File: src/rtl/xmem_pkg.sv
package xmem_pkg;

  typedef enum logic [1:0] {
    SQ_IDLE   = 2'd0,
    SQ_SETUP  = 2'd1,
    SQ_STROBE = 2'd2,
    SQ_HOLD   = 2'd3
  } seqState_t;

  // Active-high controls, derived from the next sequencer state;
  // the datapath registers them onto the pins.
  typedef struct packed {
    logic progSel;
    logic dataSel;
    logic rdStb;
    logic wrStb;
    logic driveBus;
    logic latchReq;
    logic captureRd;
    logic ready;
  } busCtl_t;

endpackage

File: src/rtl/xmem_seq.sv
module xmem_seq
  import xmem_pkg::*;
#(
  parameter int WSEL_W    = 2,
  parameter int WAIT_STEP = 4
) (
  input  logic              clk,
  input  logic              rstN,
  input  logic              reqValid,
  input  logic              reqWrite,
  input  logic              reqProgSpace,
  input  logic [WSEL_W-1:0] waitSel,
  output busCtl_t           ctl
);

  localparam int MAX_WAIT = ((2 ** WSEL_W) - 1) * WAIT_STEP;
  localparam int CNT_W    = (MAX_WAIT < 2) ? 1 : $clog2(MAX_WAIT + 1);

  seqState_t        state, nextState;
  logic             isWrite, isProg, nxtWrite, nxtProg;
  logic [CNT_W-1:0] waitCnt, nxtCnt;
  logic             accept;

  always_comb begin
    nextState = state;
    nxtWrite  = isWrite;
    nxtProg   = isProg;
    nxtCnt    = waitCnt;
    accept    = 1'b0;
    unique case (state)
      SQ_IDLE: begin
        if (reqValid) begin
          accept    = 1'b1;
          nextState = SQ_SETUP;
          nxtWrite  = reqWrite;
          nxtProg   = reqProgSpace;
          nxtCnt    = CNT_W'(int'(waitSel) * WAIT_STEP);
        end
      end
      SQ_SETUP: nextState = SQ_STROBE;
      SQ_STROBE: begin
        if (waitCnt == '0) nextState = SQ_HOLD;
        else               nxtCnt    = waitCnt - CNT_W'(1);
      end
      SQ_HOLD: nextState = SQ_IDLE;
      default: nextState = SQ_IDLE;
    endcase
  end

  always_comb begin
    ctl.progSel   = (nextState != SQ_IDLE) && nxtProg;
    ctl.dataSel   = (nextState != SQ_IDLE) && !nxtProg;
    ctl.rdStb     = (nextState == SQ_STROBE) && !nxtWrite;
    ctl.wrStb     = (nextState == SQ_STROBE) && nxtWrite;
    ctl.driveBus  = (nextState != SQ_IDLE) && nxtWrite;
    ctl.latchReq  = accept;
    ctl.captureRd = (state == SQ_STROBE) && (nextState == SQ_HOLD) && !isWrite;
    ctl.ready     = (nextState == SQ_HOLD);
  end

  always_ff @(posedge clk or negedge rstN) begin
    if (!rstN) begin
      state   <= SQ_IDLE;
      isWrite <= 1'b0;
      isProg  <= 1'b0;
      waitCnt <= '0;
    end else begin
      state   <= nextState;
      isWrite <= nxtWrite;
      isProg  <= nxtProg;
      waitCnt <= nxtCnt;
    end
  end

endmodule

File: src/rtl/xmem_path.sv
module xmem_path
  import xmem_pkg::*;
#(
  parameter int ADDR_W = 16,
  parameter int DATA_W = 16
) (
  input  logic              clk,
  input  logic              rstN,
  input  busCtl_t           ctl,
  input  logic [ADDR_W-1:0] reqAddr,
  input  logic [DATA_W-1:0] reqWdata,
  input  logic [DATA_W-1:0] busDataIn,
  output logic [ADDR_W-1:0] busAddr,
  output logic [DATA_W-1:0] busDataOut,
  output logic              busDataOe,
  output logic              progSelN,
  output logic              dataSelN,
  output logic              rdStrobeN,
  output logic              wrStrobeN,
  output logic              reqReady,
  output logic [DATA_W-1:0] rspRdata
);

  // Address and write data: loaded once per access, held until the next.
  always_ff @(posedge clk or negedge rstN) begin
    if (!rstN) begin
      busAddr    <= '0;
      busDataOut <= '0;
    end else if (ctl.latchReq) begin
      busAddr    <= reqAddr;
      busDataOut <= reqWdata;
    end
  end

  // Registered pin controls, so the pads see no decode glitches.
  always_ff @(posedge clk or negedge rstN) begin
    if (!rstN) begin
      progSelN  <= 1'b1;
      dataSelN  <= 1'b1;
      rdStrobeN <= 1'b1;
      wrStrobeN <= 1'b1;
      busDataOe <= 1'b0;
      reqReady  <= 1'b0;
    end else begin
      progSelN  <= ~ctl.progSel;
      dataSelN  <= ~ctl.dataSel;
      rdStrobeN <= ~ctl.rdStb;
      wrStrobeN <= ~ctl.wrStb;
      busDataOe <= ctl.driveBus;
      reqReady  <= ctl.ready;
    end
  end

  // Read capture on the edge that raises the read strobe.
  always_ff @(posedge clk or negedge rstN) begin
    if (!rstN)              rspRdata <= '0;
    else if (ctl.captureRd) rspRdata <= busDataIn;
  end

endmodule

File: src/rtl/xmem_bridge.sv
module xmem_bridge
  import xmem_pkg::*;
#(
  parameter int ADDR_W    = 16,
  parameter int DATA_W    = 16,
  parameter int WSEL_W    = 2,
  parameter int WAIT_STEP = 4
) (
  input  logic              clk,
  input  logic              rstN,
  input  logic              reqValid,
  input  logic              reqWrite,
  input  logic              reqProgSpace,
  input  logic [ADDR_W-1:0] reqAddr,
  input  logic [DATA_W-1:0] reqWdata,
  input  logic [WSEL_W-1:0] waitSel,
  output logic              reqReady,
  output logic [DATA_W-1:0] rspRdata,
  output logic [ADDR_W-1:0] busAddr,
  output logic [DATA_W-1:0] busDataOut,
  output logic              busDataOe,
  input  logic [DATA_W-1:0] busDataIn,
  output logic              progSelN,
  output logic              dataSelN,
  output logic              rdStrobeN,
  output logic              wrStrobeN
);

  busCtl_t ctl;

  xmem_seq #(
    .WSEL_W   (WSEL_W),
    .WAIT_STEP(WAIT_STEP)
  ) seq_i (
    .clk         (clk),
    .rstN        (rstN),
    .reqValid    (reqValid),
    .reqWrite    (reqWrite),
    .reqProgSpace(reqProgSpace),
    .waitSel     (waitSel),
    .ctl         (ctl)
  );

  xmem_path #(
    .ADDR_W(ADDR_W),
    .DATA_W(DATA_W)
  ) path_i (
    .clk       (clk),
    .rstN      (rstN),
    .ctl       (ctl),
    .reqAddr   (reqAddr),
    .reqWdata  (reqWdata),
    .busDataIn (busDataIn),
    .busAddr   (busAddr),
    .busDataOut(busDataOut),
    .busDataOe (busDataOe),
    .progSelN  (progSelN),
    .dataSelN  (dataSelN),
    .rdStrobeN (rdStrobeN),
    .wrStrobeN (wrStrobeN),
    .reqReady  (reqReady),
    .rspRdata  (rspRdata)
  );

endmodule

File: config.mk
export PLATFORM = sky130hd
export DESIGN_NAME = xmem_bridge
export DESIGN_NICKNAME = d
export VERILOG_FILES = /design/src/rtl/xmem_pkg.sv /design/src/rtl/xmem_seq.sv /design/src/rtl/xmem_path.sv /design/src/rtl/xmem_bridge.sv
export SDC_FILE = /design/constraint.sdc
export NUM_CORES = 1
export LEC_CHECK = 0
export CORE_ASPECT_RATIO = 2
export CORE_MARGIN = 2
export CORE_UTILIZATION = 25
export CTS_CLUSTER_SIZE = 14
export DETAILED_ROUTE_END_ITERATION = 12
export HOLD_SLACK_MARGIN = 0.12
export MAX_ROUTING_LAYER = met4
export PLACE_DENSITY = 0.49
export SLEW_MARGIN = 20
export SYNTH_ARGS = -nofsm -noshare
export SYNTH_HDL_FRONTEND = slang
export SYNTH_SLANG_ARGS = --single-unit
File: constraint.sdc
create_clock -name clk -period 2.93 [get_ports clk]
set_input_delay 0.586 -clock clk [delete_from_list [all_inputs] [get_ports clk]]
set_output_delay 0.586 -clock clk [all_outputs]
set_load 0.05 [all_outputs]
Word level (Yosys, flattened, before mapping) --
Index checks and enable logic that the tools add are counted.
Cells by class: multiplexer cells 12, eq/ne operators 7, add/sub/neg operators 1, reduce and logical (&&, ||, !) cells 15, bitwise operators 4
Operators with widths (count):
- 2-bit equality test, second input constant | 4
- 4-bit 2-to-1 mux | 2
- 2-bit case mux with 4 select lines | 1
- 4-bit case mux with 2 select lines | 1
- 1-bit logical AND | 7
- 1-bit 2-to-1 mux | 6
- 4-bit zero test | 1
- 2-bit 2-to-1 mux | 2
- 2-bit inequality test, second input constant | 2
- 1-bit inverter | 4
- 2-bit nonzero test | 2
- 4-bit by 1-bit subtractor with 4-bit output, second input constant | 1
- 1-bit zero test | 3
- 3-bit AND reduction | 1
- 2-bit by 1-bit equality test with 1-bit output, second input constant | 1
- 2-bit zero test | 1
Word-level totals: word-level logic and storage cells 52, bits of input ports 55, register bits 62, output and inout port bits 54

Longest topological paths before layout --
word-level depth 6, gate-level depth with buffers 9, gate-level depth less buffers 6

Hierarchy --
From an unflattened synthesis, not the netlist that was laid out.
Second synthesis, totals: cell total of the unflattened synthesis 166, area total of the unflattened synthesis 2715.1 um^2
By module, submodules not included:
- xmem_path | cells each 112, times used 1, area each 2164.6 um^2, seq. area each 1356.3 um^2
- xmem_seq | cells each 54, times used 1, area each 550.5 um^2, seq. area each 200.2 um^2

Least setup slack after synthesis --
No wires, ideal clock.
path type register to register, from register seq_i.state[0], to register path_i.rspRdata[10], data arrival time 1.851 ns, data required time 2.805 ns, setup time 0.125 ns, clock period less this slack 1.976 ns, stages on the path, launching flop included 10, path buffers 3, setup slack 0.954 ns, path through dfrtp_1 -> inv_1 -> ha_1 -> buf_4 -> nand4bb_4 -> o221ai_2 -> and4b_1 -> buf_6 -> buf_12 -> mux2_4
Between the ends: cells in the longest elaborated chain, start to end 5, elaborated cells on any way between the ends 10, classes of those cells 4 x eq/ne; 3 x mux; 3 x reduce/logical
Ends and longest elaborated chain:
- start: declaration | line xmem_seq.sv:19 | seqState_t state, nextState;
- start signal: assignment | line xmem_seq.sv:68 | state <= nextState;
- 2-bit equality test, or another cell as far along | line xmem_seq.sv:30 | unique case (state)
- 2-bit case mux with 4 select lines * | line xmem_seq.sv:30
- net seq_i.nextState[0] | line xmem_seq.sv:19
- 2-bit equality test * | line xmem_seq.sv:57 | ctl.captureRd = (state == SQ_STROBE) && (nextState == SQ_HOLD) && !isWrite;
- 1-bit logical AND * (2 in a row) | line xmem_seq.sv:57
- end signal: assignment | line xmem_path.sv:57 | else if (ctl.captureRd) rspRdata <= busDataIn;
- end: declaration | line xmem_path.sv:21 | output logic [DATA_W-1:0] rspRdata
The timed path passes the listed nets; every way through them passes the cells marked *. A chain may end at the register's enable or synchronous reset.

Worst setup path in the final report --
from register seq_i.state[0], to register path_i.rspRdata[11]
Same word-level chain as after synthesis.

==> impl_results.html <==
<table>
<tr><th>Metric</th><th>Value</th></tr>
<tr><th colspan="2">Synthesis</th></tr>
<tr><td>Average cell area after synthesis</td><td>15.8 um^2</td></tr>
<tr><td>Cells after Synth</td><td>157</td></tr>
<tr><td>Number of storage elements in the synthesis netlist</td><td>62</td></tr>
<tr><td>Ys async rst share</td><td>100%</td></tr>
<tr><td>Count of distinct cell types in the synthesized netlist</td><td>29</td></tr>
<tr><td>Area of the mapped netlist</td><td>0.00248 mm^2</td></tr>
<tr><td>Top cells by count, synth</td><td>sky130_fd_sc_hd__dfrtp_1, sky130_fd_sc_hd__mux2_2, sky130_fd_sc_hd__mux2_4</td></tr>
<tr><td>Primary FF master, synth</td><td>sky130_fd_sc_hd__dfrtp_1</td></tr>
<tr><td>Sequential area share after synthesis</td><td>62.7%</td></tr>
<tr><td>Largest area contributor in the netlist</td><td>sky130_fd_sc_hd__dfrtp_1</td></tr>
<tr><td>Most frequent cell after synthesis</td><td>sky130_fd_sc_hd__dfrtp_1</td></tr>
<tr><td>Area fraction of the dominant cell type after synthesis</td><td>58.5%</td></tr>
<tr><td>Main area contributors after synthesis</td><td>sky130_fd_sc_hd__dfrtp_1, sky130_fd_sc_hd__mux2_2, sky130_fd_sc_hd__mux2_4</td></tr>
<tr><td>Yosys synthesis warning count</td><td>0</td></tr>
<tr><td>Count of flip-flops with a built-in enable after synthesis</td><td>0</td></tr>
<tr><td>Net count after synthesis</td><td>215</td></tr>
<tr><th colspan="2">Clock tree</th></tr>
<tr><td>Sink count of the clock tree</td><td>62</td></tr>
<tr><td>Post-cts hold buffer count</td><td>0</td></tr>
<tr><td>Clock tree root driver cell</td><td>sky130_fd_sc_hd__clkbuf_16</td></tr>
<tr><td>Post-CTS resize count</td><td>0</td></tr>
<tr><td>Worst-Skew Late Latency</td><td>0.32 ns</td></tr>
<tr><td>Count of H-tree levels built during CTS</td><td>3</td></tr>
<tr><td>Clock transition at the registers of the reported paths</td><td>0.05 ns</td></tr>
<tr><td>Maximum clock path buffer count</td><td>2</td></tr>
<tr><td>Total CTS buffers</td><td>9</td></tr>
<tr><td>TritonCTS clock tree</td><td>yes</td></tr>
<tr><td>Number of buffers inserted to repair setup after CTS</td><td>0</td></tr>
<tr><th colspan="2">Timing</th></tr>
<tr><td>Endpoints failing setup</td><td>0</td></tr>
<tr><td>Transition time at the pin with the least slew margin</td><td>0.770 ns</td></tr>
<tr><td>Setup repair after global routing missed its margin</td><td>false</td></tr>
<tr><td>Achievable clock frequency</td><td>436 MHz</td></tr>
<tr><td>Period utilization</td><td>78.3%</td></tr>
<tr><td>Final count of hold timing violations</td><td>0</td></tr>
<tr><td>Max-slew violation count</td><td>0</td></tr>
<tr><td>Minimum period implied by the final worst setup slack</td><td>2.30 ns</td></tr>
<tr><td>Setup TNS</td><td>0 ns</td></tr>
<tr><td>Worst hold margin</td><td>0.335 ns</td></tr>
<tr><td>Worst-case clock skew</td><td>0.00759 ns</td></tr>
<tr><td>Headroom to the max-slew limit</td><td>48.7%</td></tr>
<tr><th colspan="2">Layout</th></tr>
<tr><td>Number of nets in the final layout</td><td>332</td></tr>
<tr><td>Area used by multi-input combinational logic</td><td>845 um^2</td></tr>
<tr><td>Number of filler instances in the final layout</td><td>977</td></tr>
<tr><td>Signed area change from the synthesized netlist to the final layout</td><td>62.0%</td></tr>
<tr><td>Antenna cell count</td><td>0</td></tr>
<tr><td>Finished Core Util</td><td>41.4%</td></tr>
<tr><td>Layout cells sized above 1</td><td>27.6%</td></tr>
<tr><td>Register cell area after layout</td><td>0.00156 mm^2</td></tr>
<tr><td>Fin cells</td><td>411</td></tr>
<tr><th colspan="2">Min path</th></tr>
<tr><td>Type of the most critical hold path</td><td>input port to async pin</td></tr>
<tr><th colspan="2">Flow run</th></tr>
<tr><td>Max-capacitance violation count</td><td>0</td></tr>
<tr><th colspan="2">Run status</th></tr>
<tr><td>Run status</td><td>finished, final reports clean</td></tr>
<tr><th colspan="2">Placement</th></tr>
<tr><td>Final weighted congestion in routability-driven placement</td><td>0.755</td></tr>
<tr><td>Port-buffer cells</td><td>108</td></tr>
<tr><td>Placed cell count</td><td>395</td></tr>
<tr><td>HPWL after detailed placement</td><td>4670 um</td></tr>
<tr><th colspan="2">Route</th></tr>
<tr><td>First-pass iteration count of the detailed router</td><td>4</td></tr>
<tr><td>Post-route ant nets</td><td>0</td></tr>
<tr><td>Routed length per instance</td><td>15.1 um</td></tr>
<tr><td>Remaining design rule violation count</td><td>0</td></tr>
<tr><td>Wire length after detailed routing</td><td>6230 um</td></tr>
<tr><td>Drt first-iter violations</td><td>31</td></tr>
<tr><td>Vias/cell</td><td>4.12</td></tr>
<tr><td>Number of vias after detailed routing</td><td>1,694</td></tr>
<tr><th colspan="2">Worst setup path</th></tr>
<tr><td>Cell-by-cell trace of the critical path</td><td>inv_1 -&gt; ha_1 -&gt; nand4bb_4 -&gt; o221ai_2 -&gt; and4b_1 -&gt; buf_4 -&gt; mux2_2</td></tr>
<tr><td>Startpoint kind of the worst setup timing path</td><td>register</td></tr>
<tr><td>Worst Path Arrival</td><td>2.50 ns</td></tr>
<tr><td>Critical-path top delay cell</td><td>sky130_fd_sc_hd__ha_1</td></tr>
<tr><td>Data required time at the worst endpoint</td><td>3.14 ns</td></tr>
<tr><td>Critical Path Fanout Max</td><td>16</td></tr>
<tr><td>Category of the critical setup timing path</td><td>register to register</td></tr>
<tr><td>Slowest Stage Delay on Critical Path</td><td>0.41 ns</td></tr>
<tr><td>Register-to-register setup slack</td><td>0.63 ns</td></tr>
<tr><td>Kind of end point of the critical path</td><td>register</td></tr>
<tr><th colspan="2">Die</th></tr>
<tr><td>Area of the die</td><td>0.0108 mm^2</td></tr>
<tr><td>Number of top-level design ports</td><td>109</td></tr>
<tr><td>Die height</td><td>145 um</td></tr>
<tr><td>Cell Rows</td><td>51</td></tr>
<tr><td>Initial core utilization</td><td>25.6%</td></tr>
<tr><td>Placeable core region</td><td>0.00970 mm^2</td></tr>
<tr><td>Die width</td><td>74.4 um</td></tr>
<tr><th colspan="2">Power</th></tr>
<tr><td>Leakage</td><td>0.00169 uW</td></tr>
<tr><td>Max rail drop VDD</td><td>0.000455 V</td></tr>
<tr><td>Power Density</td><td>1440 mW/mm^2</td></tr>
<tr><th colspan="2">Global route</th></tr>
<tr><td>GR Overflow Total</td><td>0</td></tr>
<tr><td>First-pass GRT wire length</td><td>9220 um</td></tr>
<tr><td>Number of global-route vias before repair</td><td>1,768</td></tr>
<tr><td>GRT Resource Usage Total</td><td>12.3%</td></tr>
<tr><td>Number of antenna violations at the first check in global routing</td><td>0</td></tr>
<tr><td>Pin count of the biggest net entering global routing</td><td>35</td></tr>
</table>
worst paths after layout:
check | cells past startpoint | endpoint | start
setup reg to reg | 7 | path_i.rspRdata[11] | seq_i.state[0]
min in group clk | 1 | path_i.busAddr[13] | path_i.busAddr[13]
hold reg to reg | 1 | path_i.busAddr[13] | path_i.busAddr[13]
setup / recovery | 7 | path_i.rspRdata[11] | seq_i.state[0]
hold / removal | 1 | path_i.busAddr[2] | rstN
max in group asynchronous | 2 | path_i.busDataOut[6] | rstN
registers in the layout, summed over array words and instances (netlist names), 2 cells and up:
register           count
path_i.rspRdata       16
path_i.busDataOut     16
seq_i.waitCnt          4
path_i.busAddr        16
seq_i.state            2
critical path: cells and delay by family (launching register included):
family | cells | cell delay, ns
simple gates | 2 | 0.38
flops | 1 | 0.35
mux | 1 | 0.37
fa+ha+maj | 1 | 0.41
buf+inv | 2 | 0.37
compound gates | 1 | 0.30
stage by stage:
step | total power [uW] | instance area (um^2) | setup WS, ns
after floorplan | 3660 | 2480 | 0.954
after global placement | 4680 | 3700 | 0.555
after detailed placement | 4700 | 3700 | 0.543
after CTS | 5860 | 4020 | 0.587
after global routing | 6040 | 4020 | 0.437
final | 5770 | 4020 | 0.635
area by class of cell:
class | instances | share of cell area, %
clock inverters | 4 | 1.74
inverters | 8 | 0.747
multi-input cells | 81 | 21.0
repair buffers | 112 | 27.5
well taps | 132 | 4.11
clock buffers | 12 | 6.13
flip-flops and latches | 62 | 38.7
kinds of logic (layout without fill, tap and decap cells):
logic type / after synthesis / in the layout / share of synthesized area [%]
muxes: 52 / 52 / 25.0
xor gates and xnor gates: 1 / 1 / 0.353
AOI/OAI and AO/OA: 9 / 9 / 2.57
DFF: 62 / 62 / 62.7
adders and majority gates: 3 / 3 / 1.51
and+or+nand+nor: 16 / 16 / 4.64
buffers and inverters: 14 / 136 / 3.23
metal layers:
metal / vias to the layer above / GRT usage [%] / share of wire, %
met3: 9 / 2.77 / 3.6
li1: 781 / - / -
met4: 0 / 7.05 / 2.1
met1: 854 / 11.6 / 34
met2: 50 / 22.0 / 61
met5: - / - / 0
power breakdown:
part | leakage [uW] | internal (uW) | switching, uW
clock | 0.000157 | 765 | 362
combinational | 0.000802 | 1210 | 1920
sequential | 0.000730 | 1300 | 211
cells in the final DEF, fill, tap and decap left out, types with 2 or more instances in the layout:
master                            count
sky130_fd_sc_hd__o21ai_0              5
sky130_fd_sc_hd__dfrtp_1             58
sky130_fd_sc_hd__bufinv_16            2
sky130_fd_sc_hd__nor2_1               2
sky130_fd_sc_hd__clkdlybuf4s50_1    107
sky130_fd_sc_hd__buf_4                4
sky130_fd_sc_hd__nand3b_1             2
sky130_fd_sc_hd__nand3_1              3
sky130_fd_sc_hd__inv_1                8
sky130_fd_sc_hd__clkinv_2             2
sky130_fd_sc_hd__ha_1                 3
sky130_fd_sc_hd__clkbuf_16            9
sky130_fd_sc_hd__clkbuf_1             2
sky130_fd_sc_hd__mux2_4              10
sky130_fd_sc_hd__dfstp_2              4
sky130_fd_sc_hd__mux2i_1              3
sky130_fd_sc_hd__mux2_2              39
Note: power is estimated with default switching activity, not from simulation.
